`config.mk`:
```
export PLATFORM = sky130hd
export DESIGN_NAME = hb_interlock_shaper
export DESIGN_NICKNAME = d
export VERILOG_FILES = /design/src/rtl/hbi_pkg.sv /design/src/rtl/glitch_filter.sv /design/src/rtl/idle_timer.sv /design/src/rtl/gate_arbiter.sv /design/src/rtl/hb_interlock_shaper.sv
export SDC_FILE = /design/constraint.sdc
export NUM_CORES = 1
export LEC_CHECK = 0
export CORE_MARGIN = 3
export CORE_UTILIZATION = 30
export DETAILED_ROUTE_END_ITERATION = 7
export DONT_BUFFER_PORTS = 1
export GPL_ROUTABILITY_DRIVEN = 0
export HOLD_SLACK_MARGIN = 0.05
export REMOVE_ABC_BUFFERS = 1
export SYNTH_ARGS = -nofsm -noshare
export SYNTH_HDL_FRONTEND = slang
export SYNTH_SLANG_ARGS = --single-unit
```
`constraint.sdc`:
```
create_clock -name clk -period 1.6 [get_ports clk]
set_input_delay 0.08 -clock clk [delete_from_list [all_inputs] [get_ports clk]]
set_output_delay 0.08 -clock clk [all_outputs]
set_load 0.05 [all_outputs]
```
`src/rtl/hbi_pkg.sv`:
```
package hbi_pkg;
  // Side indices into the per-side vectors
  localparam int NSIDE = 2;
  localparam int HI    = 0;
  localparam int LO    = 1;

  // Counter width able to hold values 0..n
  function automatic int cnt_w(input int n);
    return (n < 1) ? 1 : $clog2(n + 1);
  endfunction
endpackage

```
`src/rtl/glitch_filter.sv`:
```
module glitch_filter #(
  parameter int STABLE_CYC = 70
) (
  input  logic clk,
  input  logic rst_n,
  input  logic raw_i,
  output logic lvl_o
);
  import hbi_pkg::*;
  localparam int CW = cnt_w(STABLE_CYC - 1);

  logic [CW-1:0] run_q;
  logic          lvl_q;

  // A differing level must be seen on STABLE_CYC consecutive edges
  always_ff @(posedge clk) begin
    if (!rst_n) begin
      lvl_q <= 1'b0;
      run_q <= '0;
    end else if (raw_i == lvl_q) begin
      run_q <= '0;
    end else if (run_q == CW'(STABLE_CYC - 1)) begin
      lvl_q <= raw_i;
      run_q <= '0;
    end else begin
      run_q <= run_q + 1'b1;
    end
  end

  assign lvl_o = lvl_q;


  lvl_follows_raw_chk: assert property (@(posedge clk) disable iff (!rst_n)
    !$stable(lvl_q) |-> ($past(raw_i) == lvl_q));
endmodule

```
`src/rtl/idle_timer.sv`:
```
module idle_timer #(
  parameter int DEAD_CYC = 20
) (
  input  logic clk,
  input  logic rst_n,
  input  logic en_i,
  output logic ready_o
);
  import hbi_pkg::*;
  localparam int CW = cnt_w(DEAD_CYC);

  logic [CW-1:0] idle_q;

  // Cycles the watched enable has been low, saturating at DEAD_CYC.
  // Reset counts as long idle, so a first turn-on is not delayed.
  always_ff @(posedge clk) begin
    if (!rst_n)                        idle_q <= CW'(DEAD_CYC);
    else if (en_i)                     idle_q <= '0;
    else if (idle_q != CW'(DEAD_CYC))  idle_q <= idle_q + 1'b1;
  end

  assign ready_o = (idle_q == CW'(DEAD_CYC));
endmodule

```
`src/rtl/gate_arbiter.sv`:
```
module gate_arbiter
  import hbi_pkg::*;
(
  input  logic             clk,
  input  logic             rst_n,
  input  logic             force_off_i,
  input  logic [NSIDE-1:0] lvl_i,
  input  logic [NSIDE-1:0] idle_ok_i,
  output logic [NSIDE-1:0] gate_o
);
  logic [NSIDE-1:0] gate_q, gate_d;

  for (genvar s = 0; s < NSIDE; s++) begin : g_side
    localparam int O = NSIDE - 1 - s;
    // Hold while commanded. Start only when the other side is
    // uncommanded, off, and has been off for the dead time.
    assign gate_d[s] = !force_off_i && lvl_i[s] &&
                       (gate_q[s] || (!lvl_i[O] && !gate_q[O] && idle_ok_i[O]));
  end

  always_ff @(posedge clk) begin
    if (!rst_n) gate_q <= '0;
    else        gate_q <= gate_d;
  end

  assign gate_o = gate_q;


  no_overlap_chk: assert property (@(posedge clk) disable iff (!rst_n)
    !(gate_q[HI] && gate_q[LO]));


  force_off_chk: assert property (@(posedge clk) disable iff (!rst_n)
    force_off_i |=> (gate_q == '0));


  tie_hold_chk: assert property (@(posedge clk) disable iff (!rst_n)
    (lvl_i[HI] && lvl_i[LO] && gate_q == '0) |=> (gate_q == '0));
endmodule

```
`src/rtl/hb_interlock_shaper.sv`:
```
module hb_interlock_shaper
  import hbi_pkg::*;
#(
  parameter int CLK_NS    = 10,
  parameter int ACCEPT_NS = 700,
  parameter int DEAD_NS   = 200
) (
  input  logic clk,
  input  logic rst_n,
  input  logic hi_cmd_i,
  input  logic lo_cmd_i,
  input  logic force_off_i,
  output logic hi_gate_o,
  output logic lo_gate_o
);
  localparam int FILT_CYC = ACCEPT_NS / CLK_NS;
  localparam int DEAD_CYC = DEAD_NS / CLK_NS;
  localparam int GW       = cnt_w(DEAD_CYC + 1);

  logic [NSIDE-1:0] cmd_raw, cmd_lvl, idle_ok, gate;

  assign cmd_raw[HI] = hi_cmd_i;
  assign cmd_raw[LO] = lo_cmd_i;

  for (genvar s = 0; s < NSIDE; s++) begin : g_path
    glitch_filter #(.STABLE_CYC(FILT_CYC)) u_filt (
      .clk   (clk),
      .rst_n (rst_n),
      .raw_i (cmd_raw[s]),
      .lvl_o (cmd_lvl[s])
    );
    idle_timer #(.DEAD_CYC(DEAD_CYC)) u_idle (
      .clk     (clk),
      .rst_n   (rst_n),
      .en_i    (gate[s]),
      .ready_o (idle_ok[s])
    );
  end

  gate_arbiter u_arb (
    .clk         (clk),
    .rst_n       (rst_n),
    .force_off_i (force_off_i),
    .lvl_i       (cmd_lvl),
    .idle_ok_i   (idle_ok),
    .gate_o      (gate)
  );

  assign hi_gate_o = gate[HI];
  assign lo_gate_o = gate[LO];

  // Independent observer of the both-low gap, used only by the checks below
  logic [GW-1:0]    gap_run;
  logic [NSIDE-1:0] last_on;

  always_ff @(posedge clk) begin
    if (!rst_n) begin
      gap_run <= '0;
      last_on <= '0;
    end else if (|gate) begin
      gap_run <= '0;
      last_on <= gate;
    end else if (gap_run != GW'(DEAD_CYC + 1)) begin
      gap_run <= gap_run + 1'b1;
    end
  end


  dead_gap_lo_chk: assert property (@(posedge clk) disable iff (!rst_n)
    ($rose(gate[LO]) && $past(last_on[HI])) |-> ($past(gap_run) >= GW'(DEAD_CYC)));


  dead_gap_hi_chk: assert property (@(posedge clk) disable iff (!rst_n)
    ($rose(gate[HI]) && $past(last_on[LO])) |-> ($past(gap_run) >= GW'(DEAD_CYC)));
endmodule

```
==> summary.txt, run 1 <==
Reg area = 561 sq um
Overall via count from detail_route = 922
Height of the die = 70.3 um
Crit Path Max Fanout = 4
Tightest hold margin = 0.0857 ns
Htree depth = 1
Signed area change from the synthesized netlist to the final layout = 14.4%
Maximum single-stage delay on the critical path = 0.55 ns
Share of cells above drive strength 1 = 6.99%
Unique masters post-synth = 24
Detailed Route Iter0 Violations = 27
DR WL/cell = 10.9 um
# Post-CTS Setup Buffers = 0
Io pins = 7
Synth Instances = 135
Count of final hold-check violations = 0
Buffer cell driving the clock tree root = clkbuf_8
Antenna violations before repair = 0
Post-cts sizing count = 0
Cell types with the largest area share after synthesis = dfxtp_1, ha_1, xor2_1, nor2_1, nand3_1
Critical Setup Path Class = reg2reg
Port Buf Inserts = 0
Ant. Diodes = 0
Netlist area before placement = 1240 sq um
Vias in the first global route = 948
Sinks on Clock Net = 28
TritonCTS clock tree = done
Hold depth = 3
Critical Path Slowest Stage Cell = or4b_4
Number of standard-cell rows in the floorplan = 22
Class of the most critical hold timing path = in2reg
Layout net count = 157
Portion of total power attributed to combinational logic = 8.8%
TritonCTS Buffers = 3
Worst path required time = 1.80 ns
Path depth of the worst reg2reg path = 3
Synthesized area per cell = 9.18 sq um
Switching power as a share of total power = 21.6%
Arrival time at the worst endpoint = 1.62 ns
Wire length of the first global-routing pass = 3790 um
Fin crit share = 88.9%
Total negative slack for setup checks = 0 ns
Cell type with the largest total area after synthesis = dfxtp_1
Crit path depth = 3
Crit-path leading delay family = simple AND/OR/NAND/NOR gates
Detail Route Antenna Nets = 0
Kind of capture point of the worst setup path = flop
Bufs and invs on worst path = 0
First-pass iteration count of the detailed router = 3
Actual transition at the worst max-transition pin = 0.413 ns
Max_slew headroom = 72.4%
Die area = 4940 sq um
Highest achievable clock rate = 703 MHz
LEAKAGE = 0.535 nW
Initial standard-cell utilization of the core = 32.4%
Setup skew after layout = 0.00942 ns
Sequential fraction of the synthesis area = 45.2%
Global-route congestion overflow total = 0
Vias per cell = 4.83
Startpoint types = flop
Number of register bits inferred by synthesis = 28
Width of the die = 70.3 um
Chain of cells forming the critical path = or4b_4, or3_1, a21oi_1
Result of the run = completed
Share of the synthesized area in the top cell type = 45.2%
Final critical delay including setup and external delays = 1.42 ns
Cell-internal power = 1.11 mW
Register share of total power = 51.9%
Share of total power in the clock network = 39.3%
Placeable core region = 3830 sq um
Largest net degree at the start of global routing = 17
Total routed wirelength = 2080 um
HPWL after detailed placement = 1500 um
Switching Power = 306 uW
Power density over the cells = 997 nW/um^2
Count of filler cells inserted in the layout = 388
Pins Over Slew Limit = 0
Multi-input gate area in the final layout = 631 sq um
Total GRT Usage = 9.28%
Total of max-cap violations = 0
Latest clock arrival within the worst-skew pair = 0.27 ns
Register clock-pin slew on the reported worst setup and hold paths = 0.10 ns
Unrepaired setup endpoints after global routing = false
DRC violation count after routing = 0
Maximum buffer depth of the clock tree = 2
Largest voltage drop on the vdd net = 0.000327 V
Synth warn = 0
Setup-violating endpoint count in the final report = 0
-- registers in the layout (all words and copies together) (netlist names) --
name and flops:
g_path.u_filt.lvl_o 2, u_arb.gate_o 2, g_path.u_idle.idle_q 10, g_path.u_filt.run_q 14
-- power by group through the flow --
| stage | Combinational, mW | Clock [mW] | Sequential, mW |
|---|---|---|---|
| 2_1_floorplan | 0.0954 | 0 | 0.747 |
| 3_3_place_gp | 0.110 | 0 | 0.749 |
| 3_5_place_dp | 0.114 | 0 | 0.751 |
| 4_1_cts | 0.128 | 0.570 | 0.735 |
| 5_1_grt | 0.147 | 0.602 | 0.738 |
| 6_report | 0.125 | 0.556 | 0.734 |
-- logic make-up (layout without fill, tap and decap cells) --
logic type	after synthesis	after routing	share of synthesized area (%)
simple gates	50	50	21.1
flops	28	28	45.2
compound gates	20	20	10.2
xor+xnor	14	14	9.89
buf+inv	13	21	3.94
fa+ha+maj	8	8	8.07
mux	2	2	1.61
-- final timing paths --
check / slack [ns] / startpoint / end
worst max register to register: 0.18 / g_path[0].u_filt.run_q[4] / g_path[0].u_filt.lvl_o
worst min-delay path: 0.09 / lo_cmd_i / g_path[1].u_filt.run_q[1]
worst max-delay path: 0.18 / g_path[0].u_filt.run_q[4] / g_path[0].u_filt.lvl_o
worst min register to register: 0.48 / g_path[1].u_filt.run_q[0] / g_path[1].u_filt.run_q[0]
-- repair_timing --
action                                  CTS  global route
endpoints found under the hold margin    28             0
hold buffers                              4             0
endpoints found under the setup margin    0             0
-- metrics by stage --
stage	power [mW]	worst slack [ns]	cell area (sq um)	util [%]	instances
2_1_floorplan	0.842	0.263	1230	-	133
3_3_place_gp	0.859	0.219	1310	34.2	183
3_5_place_dp	0.865	0.185	1310	34.2	183
4_1_cts	1.43	0.173	1420	37.1	191
5_1_grt	1.49	0.0905	1420	37.1	191
6_report	1.41	0.178	1420	37.1	191
-- area by class of cell --
cell class	count	area share, %
clock inverters	1	2.12
well taps	48	4.23
inverters	11	2.91
clock buffers	3	2.91
flip-flops and latches	28	39.5
multi-input cells	94	44.4
repair buffers	6	3.88
-- cell usage after synthesis --
| cell | instances |
|---|---|
| o211ai_2 | 2 |
| xnor2_1 | 4 |
| ha_1 | 8 |
| o21ai_0 | 8 |
| nand2b_1 | 2 |
| o31ai_1 | 2 |
| and3_1 | 1 |
| nor4_1 | 1 |
| mux2i_1 | 2 |
| inv_1 | 11 |
| or4b_4 | 2 |
| dfxtp_1 | 28 |
| o2111a_1 | 1 |
| nor3b_1 | 1 |
| and4b_1 | 1 |
| nand4b_1 | 1 |
| nand3_1 | 9 |
| or3_1 | 6 |
| a21oi_1 | 7 |
| nor3_1 | 2 |
| clkbuf_1 | 2 |
| nand2_1 | 6 |
| xor2_1 | 10 |
| nor2_1 | 18 |
-- cell usage in the layout (no fill, tap or decap), types with 2 or more instances in the layout --
master          n
nand2_1         6
nor3_1          2
buf_4           2
or4b_4          2
ha_1            8
a21oi_1         7
xnor2_1         4
nor2_1         18
clkbuf_8        3
mux2i_1         2
nand2b_1        2
dfxtp_1        28
xor2_1         10
o31ai_1         2
o211ai_2        2
nand3_1         9
o21ai_0         8
dlygate4sd3_1   4
or3_1           6
inv_1          11
-- tightest hold or removal path: cells and delay by family --
| family | cells | cell delay (ns) |
|---|---|---|
| compound gates | 1 | 0.14 |
| xor+xnor | 1 | 0.05 |
| simple gates | 1 | 0.05 |
-- layer usage --
layer	wire [um]	global-route usage, %
met5	0	0
met4	42	4.89
met3	43	1.44
met2	1050	16.6
met1	947	10.4
Power figures use the tool's default switching activity.
==> inputs of run 2 (changes only) <==
Settings changed: SYNTH_HIERARCHICAL set to 1.
==> run 2 against run 1 <==
  * Clock skew down 0.0027 ns
  * Critical endpoint is now u_arb/gate_o[1]
  * Sequential share of layout area down 0.10 points
  * Worst hold slack worse by 0.00054 ns
==> summary.txt, run 2 <==
Cell type with the largest total area after synthesis = dfxtp_1
Vias in the first global route = 931
LEAKAGE = 0.537 nW
Maximum buffer depth of the clock tree = 2
Ant. Diodes = 0
Power density over the cells = 956 nW/um^2
Kind of capture point of the worst setup path = flop
Placeable core region = 4060 sq um
Total GRT Usage = 9.71%
DRC violation count after routing = 0
Path depth of the worst reg2reg path = 5
List of most frequent post-synthesis cells = dfxtp_1, nor2_1, xor2_1
Fin crit share = 89.3%
Detailed Route Iter0 Violations = 36
Count of filler cells inserted in the layout = 421
Latest clock arrival within the worst-skew pair = 0.27 ns
Dominant synthesized flop cell = dfxtp_1
Number of register bits inferred by synthesis = 28
Synthesized area per cell = 9.57 sq um
Share of the synthesized area in the top cell type = 44.1%
Register clock-pin slew on the reported worst setup and hold paths = 0.10 ns
Async set-or-reset flop fraction in the synthesized netlist = 0%
DR WL/cell = 11.1 um
Cell types with the largest area share after synthesis = dfxtp_1, ha_1, xor2_1, nor2_1, nand3_1
Layout net count = 155
Hold depth = 3
Total of max-cap violations = 0
Vias per cell = 4.73
Class of the most critical hold timing path = in2reg
Setup-violating endpoint count in the final report = 0
Height of the die = 71.1 um
Antenna violations before repair = 0
Result of the run = completed
Netlist area before placement = 1270 sq um
Share of cells above drive strength 1 = 9.93%
Initial standard-cell utilization of the core = 31.4%
Startpoint types = flop
Placed instance area = 1330 sq um
Sinks on Clock Net = 28
Critical Setup Path Class = reg2reg
Actual transition at the worst max-transition pin = 0.446 ns
Total routed wirelength = 2130 um
Commonest cells after routing, fill and taps aside = dfxtp_1, nor2_1, xor2_1
Unique masters post-synth = 24
Io pins = 7
Number of flip-flops in the largest register = 14
Maximum single-stage delay on the critical path = 0.34 ns
Unrepaired setup endpoints after global routing = false
Synth warn = 6
Arrival time at the worst endpoint = 1.65 ns
TritonCTS Buffers = 3
Met3 layer wire length in the routed design = 106 um
Count of final hold-check violations = 0
Pins Over Slew Limit = 0
Number of standard-cell rows in the floorplan = 23
Final critical delay including setup and external delays = 1.43 ns
Worst path required time = 1.82 ns
Crit Path Max Fanout = 5
Largest voltage drop on the vdd net = 0.000629 V
Synth Instances = 133
Sequential fraction of the synthesis area = 44.1%
Overall via count from detail_route = 904
Signed area change from the synthesized netlist to the final layout = 11.8%
Leading cell type in the layout, fill and taps excluded = dfxtp_1
First-pass iteration count of the detailed router = 4
Chain of cells forming the critical path = inv_1, ha_1, and4b_1, nor3b_1, o211a_1
Total negative slack for setup checks = 0 ns
Largest net degree at the start of global routing = 16
Largest Register = g_path.u_filt/run_q
Critical Path Slowest Stage Cell = dfxtp_1
Detail Route Antenna Nets = 0
HPWL after detailed placement = 1530 um
Htree depth = 1
Cell with the most instances after synthesis = dfxtp_1
Routed metal-1 wire length = 1040 um
TritonCTS clock tree = done
# Post-CTS Setup Buffers = 0
Wire length of the first global-routing pass = 3920 um
Width of the die = 71.1 um
Routed length on met2 = 955 um
Setup skew after layout = 0.00667 ns
Largest registers = g_path.u_filt/run_q: 14 flops, g_path.u_idle/idle_q: 10 flops
Global-route congestion overflow total = 0
Highest achievable clock rate = 700 MHz
Buffer cell driving the clock tree root = clkbuf_8
Top routing layer in use = met4
Max_slew headroom = 70.1%
Post-cts sizing count = 0
Die area = 5060 sq um
Port Buf Inserts = 0
Number of enable flip-flop cells after synthesis = 0
Final Instance Area = 1420 sq um
## run 2: area by class of cell
type | instances | area [sq um] | area share (%)
Inverter | 8 | 30.0 | 2.11
Sequential cell | 28 | 561 | 39.4
Clock buffer | 4 | 55.1 | 3.87
Timing Repair Buffer | 6 | 55.1 | 3.87
Multi-Input combinational cell | 95 | 659 | 46.4
Tap cell | 50 | 62.6 | 4.40
## run 2: final timing paths
kind                              startpoint                         to  slack [ns]
setup / recovery  g_path[0].u_idle/idle_q[0]            u_arb/gate_o[1]        0.17
hold reg to reg    g_path[1].u_filt/run_q[0]  g_path[1].u_filt/run_q[0]        0.48
setup reg to reg  g_path[0].u_idle/idle_q[0]            u_arb/gate_o[1]        0.17
hold / removal                      hi_cmd_i  g_path[0].u_filt/run_q[6]        0.09
## run 2: cells by family (layout without fill, tap and decap cells)
logic type | Yosys count | count (layout) | synth area share (%)
and+or+nand+nor | 51 | 51 | 21.3
xor gates and xnor gates | 14 | 14 | 9.64
AOI/OAI and AO/OA | 20 | 20 | 11.4
adders and majority gates | 8 | 8 | 7.87
muxes | 2 | 2 | 1.57
DFF | 28 | 28 | 44.1
buffers and inverters | 10 | 18 | 4.13
## run 2: worst max-delay path: cells and delay by family, from the launching register on
family,cells,cell delay [ns]
AOI/OAI and AO/OA,1,0.18
adders and majority gates,1,0.16
buffers and inverters,1,0.10
DFF,1,0.34
and+or+nand+nor,2,0.61
## run 2: metal layers
metal  track usage, %  vias up
li1                 -      468
met1             12.7      418
met2             15.2       14
met3             3.13        4
met4             3.13        0
met5                0        -
## run 2: where the power goes
group / switching [mW] / total [mW] / internal (mW)
clock: 0.215 / 0.436 / 0.220
sequential: 0.0200 / 0.741 / 0.721
combinational: 0.100 / 0.183 / 0.0829
total: 0.335 / 1.36 / 1.02
## run 2: what timing repair did
item,4_1_cts,5_1_grt
endpoints found under the setup margin,0,0
endpoints found under the hold margin,28,0
hold buffers,4,0
## run 2: metrics by stage
step	instances	total power, mW	setup WS, ns	hold slack (ns)	util, %
floorplan	131	0.889	0.263	0.145	-
global placement	183	0.911	0.231	0.147	32.7
detailed placement	183	0.926	0.188	0.152	32.7
CTS	191	1.38	0.176	0.0825	35.1
global route	191	1.44	0.0673	0.0977	35.1
finish	191	1.36	0.171	0.0851	35.1
